[src/rtl/combo_lock_pkg.sv]
package combo_lock_pkg;
  localparam int SEL_W = 3;
  localparam int STATE_W = SEL_W + 1;

  // Encoding: bit 3 drives unlocked, bits 2:0 drive the code select.
  typedef enum logic [STATE_W-1:0] {
    LK_ERR    = 4'b0000,
    LK_STEP1  = 4'b0001,
    LK_STEP2  = 4'b0010,
    LK_STEP3  = 4'b0100,
    LK_OPEN   = 4'b1000
  } lock_state_e;
endpackage

[src/rtl/code_select.sv]
module code_select #(
  parameter int VAL_W = 4,
  parameter logic [VAL_W-1:0] CODE_A = 4'h3,
  parameter logic [VAL_W-1:0] CODE_B = 4'hA,
  parameter logic [VAL_W-1:0] CODE_C = 4'h6
) (
  input  logic [combo_lock_pkg::SEL_W-1:0] sel,
  output logic [VAL_W-1:0]                 ref_value
);
  localparam int N = combo_lock_pkg::SEL_W;
  logic [VAL_W-1:0] code_tbl [N];
  logic [VAL_W-1:0] masked   [N];

  assign code_tbl[0] = CODE_A;
  assign code_tbl[1] = CODE_B;
  assign code_tbl[2] = CODE_C;

  // AND-OR multiplexer driven directly by the one-hot select.
  for (genvar g = 0; g < N; g++) begin : g_leg
    assign masked[g] = code_tbl[g] & {VAL_W{sel[g]}};
  end

  always_comb begin
    ref_value = '0;
    for (int i = 0; i < N; i++) ref_value = ref_value | masked[i];
  end
endmodule

[src/rtl/value_compare.sv]
module value_compare #(
  parameter int VAL_W = 4
) (
  input  logic [VAL_W-1:0] lhs,
  input  logic [VAL_W-1:0] rhs,
  output logic             equal
);
  assign equal = (lhs == rhs);
endmodule

[src/rtl/lock_fsm.sv]
module lock_fsm (
  input  logic clk,
  input  logic rst,
  input  logic strobe,
  input  logic match,
  output logic [combo_lock_pkg::STATE_W-1:0] state_bits
);
  import combo_lock_pkg::*;

  lock_state_e state_q, state_d;

  always_comb begin
    state_d = state_q;
    unique case (state_q)
      LK_STEP1: if (strobe) state_d = match ? LK_STEP2 : LK_ERR;
      LK_STEP2: if (strobe) state_d = match ? LK_STEP3 : LK_ERR;
      LK_STEP3: if (strobe) state_d = match ? LK_OPEN  : LK_ERR;
      LK_OPEN:  state_d = LK_OPEN;
      LK_ERR:   state_d = LK_ERR;
      default:  state_d = LK_ERR;  // any illegal code falls to error
    endcase
  end

  always_ff @(posedge clk) begin
    if (rst) state_q <= LK_STEP1;
    else     state_q <= state_d;
  end

  assign state_bits = state_q;
endmodule

[src/rtl/combo_lock_top.sv]
module combo_lock_top #(
  parameter int VAL_W = 4,
  parameter logic [VAL_W-1:0] CODE_A = 4'h3,
  parameter logic [VAL_W-1:0] CODE_B = 4'hA,
  parameter logic [VAL_W-1:0] CODE_C = 4'h6
) (
  input  logic             clk,
  input  logic             rst,
  input  logic [VAL_W-1:0] entry_value,
  input  logic             entry_strobe,
  output logic [2:0]       code_sel,
  output logic             unlocked
);
  import combo_lock_pkg::*;

  logic [STATE_W-1:0] state_bits;
  logic [VAL_W-1:0]   ref_value;
  logic               match_hit;

  code_select #(.VAL_W(VAL_W), .CODE_A(CODE_A), .CODE_B(CODE_B), .CODE_C(CODE_C)) sel_i (
    .sel(state_bits[SEL_W-1:0]),
    .ref_value(ref_value)
  );

  value_compare #(.VAL_W(VAL_W)) cmp_i (
    .lhs(entry_value),
    .rhs(ref_value),
    .equal(match_hit)
  );

  lock_fsm fsm_i (
    .clk(clk),
    .rst(rst),
    .strobe(entry_strobe),
    .match(match_hit),
    .state_bits(state_bits)
  );

  // Outputs are plain wires from state bits: no decode.
  assign code_sel = state_bits[SEL_W-1:0];
  assign unlocked = state_bits[STATE_W-1];
endmodule

[config.mk]
export PLATFORM = sky130hd
export DESIGN_NAME = combo_lock_top
export DESIGN_NICKNAME = d
export VERILOG_FILES = /design/src/rtl/combo_lock_pkg.sv /design/src/rtl/code_select.sv /design/src/rtl/value_compare.sv /design/src/rtl/lock_fsm.sv /design/src/rtl/combo_lock_top.sv
export SDC_FILE = /design/constraint.sdc
export NUM_CORES = 1
export LEC_CHECK = 0
export BUFFER_PORTS_ARGS = -buffer_cell sky130_fd_sc_hd__buf_2
export CAP_MARGIN = 40
export CORE_AREA = 2 2 39 41
export CTS_CLUSTER_DIAMETER = 30
export DETAILED_ROUTE_END_ITERATION = 8
export DIE_AREA = 0 0 41 43
export PLACE_DENSITY_LB_ADDON = 0.3
export SLEW_MARGIN = 20
export SYNTH_ARGS = -nofsm -noshare
export SYNTH_HDL_FRONTEND = slang
export SYNTH_HIERARCHICAL = 1
export SYNTH_SLANG_ARGS = --single-unit
[constraint.sdc]
create_clock -name clk -period 2.26 [get_ports clk]
set_clock_uncertainty 0.05 [all_clocks]
set_input_delay 0.226 -clock clk [delete_from_list [all_inputs] [get_ports clk]]
set_output_delay 0.226 -clock clk [all_outputs]
set_load 0.02 [all_outputs]
### Yosys cells after proc, flatten, opt, wreduce, memory -nomap -nowiden

Index checks and enable logic that the tools add are counted.

* bits in registers: 4

* reductions and logical operators: 1
* equality and inequality tests: 8
* multiplexer cells: 7
* bitwise gates (word level): 2

Operators by type and width (number)
* 4-bit 2-to-1 mux: 4
* 4-bit case mux with 4 select lines: 1
* 2-bit inequality test, second input constant: 3
* 4-bit by 1-bit == test with 1-bit output, second input constant: 1
* 4-bit by 2-bit == test with 1-bit output, second input constant: 1
* 4-bit by 3-bit == test with 1-bit output, second input constant: 1
* 4-bit == test: 1
* 4-bit == test, second input constant: 1
* 2-bit by 4-bit OR with 4-bit output: 1
* 4-bit by 3-bit OR with 4-bit output: 1
* 3-bit 2-to-1 mux: 1
* 3-bit AND reduction: 1
* 2-bit 2-to-1 mux: 1

### Logic depth before layout (Yosys ltp)

Gate-level depths: netlist of the first run.

* depth after elaboration: 6
* mapped depth: 5
* depth with buffers taken out: 5

### Cells and area by module

The synthesis of the first run kept the hierarchy.

By module, submodules not included
* lock_fsm: cells each 15, times used 1, area each 186.4 um^2, sequential area each 80.1 um^2
* value_compare: cells each 5, times used 1, area each 47.5 um^2, sequential area each 0.0 um^2
* code_select: cells each 4, times used 1, area each 28.8 um^2, sequential area each 0.0 um^2

### Least setup slack after synthesis of the first run

OpenSTA, ideal clock, no wires.

* kind: register to register
* start: register fsm_i.state_q[1], in the netlist fsm_i/state_bits[1]
* end: register fsm_i.state_q[2], in the netlist fsm_i/state_bits[2]
* path buffers: 0
* slack: 0.329 ns
* period minus slack after synthesis: 1.931 ns
* library setup time: 0.103 ns
* cell stages (with the launch flop): 6
* data arrival time: 1.778 ns
* data required time: 2.107 ns
* cell sequence: dfxtp_1 -> or3_1 -> xor2_1 -> nor4_2 -> nand4b_1 -> a2111oi_2

* cells in the longest elaborated chain, start to end: 6
* elaborated cells on any way between the ends: 14
* classes of those cells: eq/ne (8); mux (3); bitwise (2); reduce/logical (1)

RTL lines
* from (decl): RTL line lock_fsm.sv:10 `lock_state_e state_q, state_d;`
* from (signal assigned): RTL line lock_fsm.sv:26 `else state_q <= state_d;`
* 2-bit by 4-bit OR with 4-bit output: RTL line code_select.sv:25 `for (int i = 0; i < N; i++) ref_value = ref_value | masked[i];`
* 4-bit by 3-bit OR with 4-bit output: RTL line code_select.sv:25
* net ref_value[1]: RTL line combo_lock_top.sv:17 `logic [VAL_W-1:0] ref_value;`
* 4-bit == test: RTL line value_compare.sv:8 `assign equal = (lhs == rhs);`
* net match_hit: RTL line combo_lock_top.sv:18 `logic match_hit;`
* 3-bit 2-to-1 mux: RTL line lock_fsm.sv:16 `LK_STEP2: if (strobe) state_d = match ? LK_STEP3 : LK_ERR;`
* 4-bit 2-to-1 mux: RTL line lock_fsm.sv:16
* 4-bit case mux with 4 select lines: RTL line lock_fsm.sv:14 `unique case (state_q)`

The timed path passes the listed nets, and every way through them passes these cells. The select of a mux whose other input is x is not followed.
A chain may end at the register's enable or synchronous reset.

### Worst setup path in the final report of the first run

Same ends and word-level chain as after synthesis.

==> metrics.md, run 1 <==
| Metric | Value |
|---|---|
| Status | `finished clean` |
| Clock power frac | `46.5%` |
| Final wirelength | `549 um` |
| FFs w/ async S/R, synth | `0%` |
| Die height | `43 um` |
| Synth top cells by count | `dfxtp_1, xor2_1, buf_4, nand4b_1` |
| Clk slew on worst S/H paths | `40 ps` |
| Final hold vios | `0` |
| Critical Path RT | `2340 ps` |
| Non-filler instance count after layout | `53` |
| Gate power share | `14.4%` |
| Post-CTS Setup Inserts | `0` |
| Yosys cell types | `12` |
| Crit start category | `flop` |
| P_leak | `0.1462 nW` |
| Fin crit share | `84.31%` |
| Starting density of the core | `18.99%` |
| Hold buffers post-CTS | `0` |
| Worst path bufs/invs | `0` |
| Via density | `4.698` |
| Initial DRC count | `13` |
| Number of flops mapped to enable cells by yosys | `0` |
| Diodes inserted | `0` |
| Synth Register Bits | `4` |
| Die width | `41 um` |
| Total grt overflow | `0` |
| IO Pins | `11` |
| Max reg flops | `4` |
| Max-cap violations | `0` |
| NetSw | `0.04290 mW` |
| Capturing point of the worst reg2reg path | `fsm_i/state_bits[2]$_SDFFE_PP0P_` |
| Cell row count | `14` |
| HPWL after DPL | `418.1 um` |
| Worst r2r path cells | `5` |
| Synthesized instance count | `24` |
| Post-Synthesis Cell Area | `262.8 um2` |
| Max transition margin | `76.11%` |
| Residual DRC count | `0` |
| DR WL/cell | `10.36 um` |
| Core Area | `0.001384 mm2` |
| Fin nets | `46` |
| Critical path's slowest cell | `nor4_2` |
| Max Fclk | `524.8 MHz` |
| Syn. warnings | `6` |
| Crit path DAT | `1990 ps` |
| Endpoints failing setup | `0` |
| Dpl cells | `50` |
| Hold Crit Class | `primary input to flop` |
| First-pass GRT wire length | `752 um` |
| Antenna-violating nets left | `0` |
| CTS tree | `yes` |
| CP cell instances | `or3_1, xor2_1, nor4_2, nand4b_1, a2111oi_2` |
| CP Max Fanout | `3` |
| Final min period | `1905 ps` |
| Port-buffer cells | `10` |
| Launching point of the worst reg2reg path | `fsm_i/state_bits[1]$_SDFFE_PP0P_` |
| H-tree depth | `1` |
| Cts repair resizes | `0` |
| R2r setup slk | `350 ps` |
| Cell taking the most area after synthesis | `dfxtp_1` |
| Pwr dens | `527.3 mW/mm2` |
| Final core occ | `25.68%` |
| Setup repair after global routing missed its margin | `false` |
| Vias in the first global route | `189` |
| Synth top area share | `30.48%` |
| CP startpoint | `fsm_i/state_bits[1]$_SDFFE_PP0P_` |
| Crit Path Category | `flop to flop` |
| CP top delay family | `simple AND/OR/NAND/NOR gates` |
| Cell area after placement | `332.8 um2` |
| Max Root-Sink Buffers | `2` |
| Max stage delay on crit path | `390 ps` |
| Drt first pass iters | `4` |
| Antenna violations before repair | `0` |
| Worst Max-Slew Pin Slew | `355.4 ps` |
| Clock tree sinks | `4` |
| CTS Root Cell | `clkbuf_4` |
| Int Pwr | `0.1445 mW` |
| Post-synthesis net count | `31` |
| DR vias | `249` |
| Stages on the worst setup path | `5` |
| Largest cells by area after synthesis | `dfxtp_1, xor2_1, a2111oi_2` |
| Die area | `0.001763 mm2` |
| Worst slack at placement | `353.9 ps` |
| Final worst setup slack | `354.6 ps` |
| Register area share after synthesis | `30.48%` |
| Clock Latency Late Sink | `230 ps` |
| Finished Cell Area | `355.3 um2` |
| Worst setup EP type | `flop` |
| Switching share of power | `22.90%` |
| Layout cells sized above 1 | `51.35%` |
| Main flop type after synthesis | `dfxtp_1` |
| Peak VDD IR | `0.0001394 V` |
| Critical path endpoint | `fsm_i/state_bits[2]$_SDFFE_PP0P_` |
| Pins Over Slew Limit | `0` |
| Fin Setup TNS | `0 ps` |
| GP Congestion | `0.6878` |
| Largest net degree at the start of global routing | `9` |
| Area growth syn-to-layout | `35.24%` |
| Syn avg cell area | `10.95 um2` |
| CTS buffer count | `3` |
| Seq pwr share | `39.1%` |
| Total track usage | `6.734%` |
-- power groups by stage --
stage	clock, mW	sequential, mW	combinational (mW)
after floorplan	0	0.0779	0.0122
after global placement	0	0.0744	0.0276
after detailed placement	0	0.0744	0.0270
after CTS	0.0936	0.0733	0.0271
after global routing	0.0972	0.0733	0.0290
final	0.0871	0.0733	0.0269
-- placed cells by master (no fill, tap or decap) --
cell type | netlist | final
xor2_1 | 4 | 4
buf_2 | 0 | 10
dfxtp_1 | 4 | 4
clkbuf_4 | 0 | 3
nor4_2 | 1 | 1
buf_4 | 3 | 3
a2111oi_0 | 1 | 1
o21bai_1 | 1 | 1
or4b_1 | 1 | 1
a2111oi_2 | 2 | 2
or3b_1 | 2 | 2
nand2b_1 | 1 | 1
or3_1 | 1 | 1
nand4b_1 | 3 | 3
-- routing by layer --
| layer | global-route usage (%) | vias up | share of wire (%) |
|---|---|---|---|
| met2 | 6.250 | 11 | 37 |
| met1 | 10.32 | 116 | 52 |
| met3 | 3.141 | 0 | 11 |
| li1 | - | 122 | - |
| met5 | 0 | - | 0 |
| met4 | 6.000 | 0 | 0 |
-- stage by stage --
stage / power, mW / hold WS, ps
floorplan: 0.09012 / 244.9
global placement: 0.1019 / 409.4
detailed placement: 0.1014 / 407.2
CTS: 0.1940 / 156.7
global route: 0.1994 / 170.9
finish: 0.1874 / 169.1
-- layout make-up --
type / count / area [um2]
repair buffers: 13 / 72.57
clock buffers: 3 / 22.52
well taps: 16 / 20.02
flip-flops and latches: 4 / 80.08
multi-input cells: 17 / 160.2
fillers: 146 / 1028
-- kinds of logic (layout without fill, tap and decap cells) --
logic type	after synthesis	count (layout)	share of synthesized area, %
AO/OA/AOI/OAI	4	4	17.62
XOR/XNOR	4	4	13.33
buffers and inverters	3	16	8.571
flip-flops	4	4	30.48
AND/OR/NAND/NOR	9	9	30.01
-- worst min-delay path by stage --
stage	slack, ps	cells past startpoint	start	to
6_report	170	2	rst	fsm_i/state_bits[1]$_SDFFE_PP0P_
5_1_grt	170	2	rst	fsm_i/state_bits[1]$_SDFFE_PP0P_
4_1_cts	160	2	rst	fsm_i/state_bits[2]$_SDFFE_PP0P_
3_5_place_dp	410	2	rst	fsm_i/state_bits[2]$_SDFFE_PP0P_
3_3_place_gp	410	2	rst	fsm_i/state_bits[2]$_SDFFE_PP0P_
2_1_floorplan	240	1	rst	fsm_i/state_bits[1]$_SDFFE_PP0P_
No activity file was read; power rests on OpenSTA's default activity.
==> run 2, diff against run 1 <==
- clock period: 2.26 -> 1.7 ns (I/O delays scaled with it)
==> run 2 against run 1 <==
The flow now finishes with violations (negative setup slack). Clock power rose by 60%. Die area is the same. Total power grew 50%. Clock-buffer cell count grew 1. Largest cell class unchanged. Worst hold slack got worse by 77 ps. Non-clock buffer count is the same. Critical path depth unchanged. Critical path type unchanged. Final area increased by 11%.
==> metrics.md, run 2 (synthesized netlist as in run 1, its figures left out) <==
| Metric | Value |
|---|---|
| Pwr dens | `713.6 mW/mm2 (was 527.3 mW/mm2)` |
| Starting density of the core | `18.99% (unchanged)` |
| Drt first pass iters | `3 (was 4)` |
| Port-buffer cells | `10 (unchanged)` |
| Largest net degree at the start of global routing | `9 (unchanged)` |
| Clk slew on worst S/H paths | `50 ps (was 40 ps)` |
| Final min period | `1771 ps (was 1905 ps)` |
| Diodes inserted | `0 (unchanged)` |
| Worst Max-Slew Pin Slew | `263.2 ps (was 355.4 ps)` |
| Hold WS | `92.42 ps (was 169.1 ps)` |
| Final hold vios | `0 (unchanged)` |
| Die height | `43 um (unchanged)` |
| Register Area | `86.33 um2 (was 80.08 um2)` |
| Area occupied by multi-input gates | `187.7 um2 (was 160.2 um2)` |
| Status | `finished with violations (was finished clean)` |
| Max Fclk | `564.7 MHz (was 524.8 MHz)` |
| CTS Root Cell | `clkbuf_4 (unchanged)` |
| Crit Path Category | `flop to flop (unchanged)` |
| CTS buffer count | `3 (unchanged)` |
| Max transition margin | `82.32% (was 76.11%)` |
| HPWL after DPL | `468.2 um (was 418.1 um)` |
| CP Max Fanout | `3 (unchanged)` |
| Fill cells | `147 (was 146)` |
| Via density | `4.648 (was 4.698)` |
| DR vias | `251 (was 249)` |
| Max Root-Sink Buffers | `2 (unchanged)` |
| Initial DRC count | `7 (was 13)` |
| Failing checks | `negative setup slack` |
| Fin crit share | `104.2% (was 84.31%)` |
| GP Congestion | `0.7305 (was 0.6878)` |
| P_leak | `0.1529 nW (was 0.1462 nW)` |
| Final wirelength | `650 um (was 549 um)` |
| Total grt overflow | `0 (unchanged)` |
| Crit path DAT | `1860 ps (was 1990 ps)` |
| Worst slack at placement | `-110.6 ps (was 353.9 ps)` |
| Layout cells sized above 1 | `65.79% (was 51.35%)` |
| R2r setup slk | `-70 ps (was 350 ps)` |
| Die area | `0.001763 mm2 (unchanged)` |
| Area growth syn-to-layout | `49.52% (was 35.24%)` |
| Residual DRC count | `0 (unchanged)` |
| Most common cell after layout, fill and taps aside | `buf_2 (unchanged)` |
| Endpoints failing setup | `3 (was 0)` |
| Final worst setup slack | `-70.95 ps (was 354.6 ps)` |
| Worst setup EP type | `flop (unchanged)` |
| Clock tree sinks | `4 (unchanged)` |
| Max reg flops | `4 (unchanged)` |
| Hold Crit Class | `primary input to flop (unchanged)` |
| Hold buffers post-CTS | `0 (unchanged)` |
| Cell row count | `14 (unchanged)` |
| IO Pins | `11 (unchanged)` |
| Vias in the first global route | `269 (was 189)` |
| Die width | `41 um (unchanged)` |
| CTS tree | `yes (unchanged)` |
| Antenna violations before repair | `0 (unchanged)` |
| Crit start category | `flop (unchanged)` |
| Total track usage | `9.538% (was 6.734%)` |
| H-tree depth | `1 (unchanged)` |
| Fin nets | `46 (unchanged)` |
| Setup repair after global routing missed its margin | `true (was false)` |
| Critical Path RT | `1790 ps (was 2340 ps)` |
| Peak VDD IR | `0.0002748 V (was 0.0001394 V)` |
| Clock Latency Late Sink | `250 ps (was 230 ps)` |
| Core Area | `0.001384 mm2 (unchanged)` |
| First-pass GRT wire length | `1.035 mm (was 752 um)` |
| Pins Over Slew Limit | `0 (unchanged)` |
| Antenna-violating nets left | `0 (unchanged)` |
| DR WL/cell | `12.04 um (was 10.36 um)` |
| Max-cap violations | `0 (unchanged)` |
run 2: path summary, 6_finish.rpt:
path                                     from                                to  cells past startpoint
max          fsm_i/state_bits[1]$_SDFFE_PP0P_  fsm_i/state_bits[1]$_SDFFE_PP0P_                      5
min                                       rst  fsm_i/state_bits[1]$_SDFFE_PP0P_                      2
max reg2reg  fsm_i/state_bits[1]$_SDFFE_PP0P_  fsm_i/state_bits[1]$_SDFFE_PP0P_                      5
min reg2reg  fsm_i/state_bits[3]$_SDFFE_PP0P_  fsm_i/state_bits[1]$_SDFFE_PP0P_                      1
run 2: metrics by stage:
stage                     utilization [%]  TNS (ps)  total power, mW  area, um2  std cells
after floorplan                         -         0           0.1188      269.0         24
after global placement              24.50    -235.9           0.1330      339.1         50
after detailed placement            24.50    -269.0           0.1346      339.1         50
after CTS                           26.49    -291.0           0.2751      366.6         54
after global routing                28.39    -449.5           0.2881      392.9         54
final                               28.39    -124.6           0.2804      392.9         54
run 2: critical path, stage by stage (launching register included):
cell and delay (ps):
dfxtp_4 330, or3_4 390, xor2_2 190, nor4_4 190, nand4b_1 150, a2111oi_2 360
run 2: area by class of cell:
| type | count | share of cell area [%] |
|---|---|---|
| Clock buffer | 4 | 6.688 |
| Multi-Input combinational cell | 17 | 47.77 |
| Sequential cell | 4 | 21.97 |
| Tap cell | 16 | 5.096 |
| Timing Repair Buffer | 13 | 18.47 |
run 2: repair_timing:
item | in CTS | in global routing
pin swaps | 0 | 2
endpoints found under the setup margin | 3 | 3
setup buffers | 0 | 0
gates resized for setup | 1 | 4
run 2: per-layer routing:
metal / vias up / share of wire [%] / GRT usage, %
met1: 115 / 42 / 10.61
met3: 2 / 10 / 5.236
met2: 13 / 44 / 12.50
met5: - / 0 / 0
met4: 0 / 3.2 / 8.000
li1: 121 / - / -
run 2: power breakdown:
group | leakage, nW | switching (mW) | internal (mW)
clock | 0.0150 | 0.0506 | 0.0888
sequential | 0.0337 | 0.000901 | 0.0952
combinational | 0.104 | 0.0247 | 0.0202
==> run 3, diff against run 2 <==
- SKIP_CTS_REPAIR_TIMING: not set -> 1
==> run 3 against run 2 <==
Sequential cell count unchanged. Wire length up 0.62%. Clock-buffer cell count unchanged. Sequential power about the same. Worst hold slack about the same. Fmax down 4.3%. Critical path depth unchanged. Worst setup slack worse by 79 ps. Global-route usage unchanged. Core utilization up 0.81 points. Combinational power up 8.7%. The run still ends with negative setup slack left.
==> metrics.md, run 3 (synthesized netlist as in run 1, its figures left out) <==
| Metric | Value |
|---|---|
| Status | `finished with violations (unchanged)` |
| Failing checks | `negative setup slack (unchanged)` |
| Die height | `43 um (unchanged)` |
| Most common cell after layout, fill and taps aside | `buf_2 (unchanged)` |
| CP cell instances | `or3_4, xor2_4, nor4_4, nand4b_1, a2111oi_2 (was or3_4, xor2_2, nor4_4, nand4b_1, a2111oi_2)` |
| Critical path's slowest cell | `or3_4 (unchanged)` |
| Critical path endpoint | `fsm_i/state_bits[2]$_SDFFE_PP0P_ (was fsm_i/state_bits[1]$_SDFFE_PP0P_)` |
| Fill cells | `146 (was 147)` |
| Max transition margin | `82.36% (was 82.32%)` |
| Register Area | `86.33 um2 (unchanged)` |
| Worst path bufs/invs | `0 (unchanged)` |
| CP Max Fanout | `3 (unchanged)` |
| Fin Setup TNS | `-319.1 ps (was -124.6 ps)` |
| Fin nets | `46 (unchanged)` |
| Residual DRC count | `0 (unchanged)` |
| Die width | `41 um (unchanged)` |
| H-tree depth | `1 (unchanged)` |
| Endpoints failing setup | `3 (unchanged)` |
| Core Area | `0.001384 mm2 (unchanged)` |
| Fin crit share | `108.8% (was 104.2%)` |
| Final wirelength | `654 um (was 650 um)` |
| Largest net degree at the start of global routing | `9 (unchanged)` |
| Total grt overflow | `0 (unchanged)` |
| Layout cells sized above 1 | `65.79% (unchanged)` |
| Vias in the first global route | `269 (unchanged)` |
| Via density | `4.648 (unchanged)` |
| CTS tree | `yes (unchanged)` |
| First-pass GRT wire length | `1.035 mm (unchanged)` |
| CTS Root Cell | `clkbuf_4 (unchanged)` |
| Max stage delay on crit path | `390 ps (about the same)` |
| Setup repair after global routing missed its margin | `true (unchanged)` |
| Starting density of the core | `18.99% (unchanged)` |
| Clock tree sinks | `4 (unchanged)` |
| Launching point of the worst reg2reg path | `fsm_i/state_bits[1]$_SDFFE_PP0P_ (unchanged)` |
| Crit start category | `flop (unchanged)` |
| Worst setup EP type | `flop (unchanged)` |
| Final hold vios | `0 (unchanged)` |
| Final core occ | `29.20% (was 28.39%)` |
| Max reg flops | `4 (unchanged)` |
| Max-cap violations | `0 (unchanged)` |
| CTS buffer count | `3 (unchanged)` |
| Drt first pass iters | `3 (unchanged)` |
| CP top delay family | `simple AND/OR/NAND/NOR gates (unchanged)` |
| Clock Latency Late Sink | `250 ps (about the same)` |
| Die area | `0.001763 mm2 (unchanged)` |
| Worst r2r path cells | `5 (unchanged)` |
| Peak VDD IR | `0.0002761 V (was 0.0002748 V)` |
| IO Pins | `11 (unchanged)` |
| DR vias | `251 (unchanged)` |
| Clk slew on worst S/H paths | `50 ps (about the same)` |
| Cell row count | `14 (unchanged)` |
| Area growth syn-to-layout | `53.81% (was 49.52%)` |
| Diodes inserted | `0 (unchanged)` |
| Stages on the worst setup path | `5 (unchanged)` |
| HPWL after DPL | `468.2 um (unchanged)` |
| Power Total | `0.2842 mW (was 0.2804 mW)` |
| Antenna violations before repair | `0 (unchanged)` |
| Crit Path Category | `flop to flop (unchanged)` |
| Worst Max-Slew Pin Slew | `262.7 ps (was 263.2 ps)` |
| Area occupied by multi-input gates | `198.9 um2 (was 187.7 um2)` |
| Pwr dens | `703.3 mW/mm2 (was 713.6 mW/mm2)` |
| R2r setup slk | `-150 ps (was -70 ps)` |
| Capturing point of the worst reg2reg path | `fsm_i/state_bits[2]$_SDFFE_PP0P_ (was fsm_i/state_bits[1]$_SDFFE_PP0P_)` |
| Max Fclk | `540.6 MHz (was 564.7 MHz)` |
| Total track usage | `9.538% (unchanged)` |
| Final worst setup slack | `-149.9 ps (was -70.95 ps)` |
| Crit path DAT | `1930 ps (was 1860 ps)` |
| Pins Over Slew Limit | `0 (unchanged)` |
| Critical Path RT | `1780 ps (was 1790 ps)` |
| CP startpoint | `fsm_i/state_bits[1]$_SDFFE_PP0P_ (unchanged)` |
| Initial DRC count | `7 (unchanged)` |
| DR WL/cell | `12.11 um (was 12.04 um)` |
| Port-buffer cells | `10 (unchanged)` |
| Max Root-Sink Buffers | `2 (unchanged)` |
| Final min period | `1850 ps (was 1771 ps)` |
| P_leak | `0.1547 nW (was 0.1529 nW)` |
| GP Congestion | `0.7305 (unchanged)` |
| Worst slack at placement | `-110.6 ps (unchanged)` |
| Hold Crit Class | `primary input to flop (unchanged)` |
| Antenna-violating nets left | `0 (unchanged)` |
run 3: area by class of cell:
type                            count  area share, %
Clock buffer                        4          6.502
Multi-Input combinational cell     17          49.23
Sequential cell                     4          21.36
Tap cell                           16          4.954
Timing Repair Buffer               13          17.96
run 3: per-layer routing:
metal	vias up	share of wire, %	track usage, %
met5	-	0	0
met4	0	3.2	8.000
met3	2	9.5	5.236
met2	13	45	12.50
met1	115	42	10.61
li1	121	-	-
run 3: worst min-delay path by stage:
| stage | from | endpoint | slack, ps | cells after the start |
|---|---|---|---|---|
| finish | rst | fsm_i/state_bits[1]$_SDFFE_PP0P_ | 90 | 2 |
| global route | rst | fsm_i/state_bits[1]$_SDFFE_PP0P_ | 110 | 2 |
| CTS | rst | fsm_i/state_bits[1]$_SDFFE_PP0P_ | 70 | 2 |
| detailed placement | rst | fsm_i/state_bits[1]$_SDFFE_PP0P_ | 340 | 2 |
| global placement | rst | fsm_i/state_bits[1]$_SDFFE_PP0P_ | 340 | 2 |
| floorplan | rst | fsm_i/state_bits[1]$_SDFFE_PP0P_ | 180 | 1 |
run 3: metrics by stage:
stage | instances | area, um2 | hold slack (ps)
after global routing | 54 | 404.1 | 105.4
final | 54 | 404.1 | 92.41
after CTS | 54 | 365.4 | 74.80
after detailed placement | 50 | 339.1 | 339.1
after floorplan | 24 | 269.0 | 179.6
after global placement | 50 | 339.1 | 338.2
run 3: worst register-to-register path, stage by stage, from the launching register on:
cell and delay (ps):
dfxtp_4 330, or3_4 390, xor2_4 170, nor4_4 260, nand4b_1 160, a2111oi_2 370
run 3: power breakdown:
part	switching, mW	internal (mW)	leakage (nW)
combinational	0.0264	0.0222	0.106
clock	0.0506	0.0888	0.0150
sequential	0.000928	0.0952	0.0337
total	0.0780	0.206	0.155
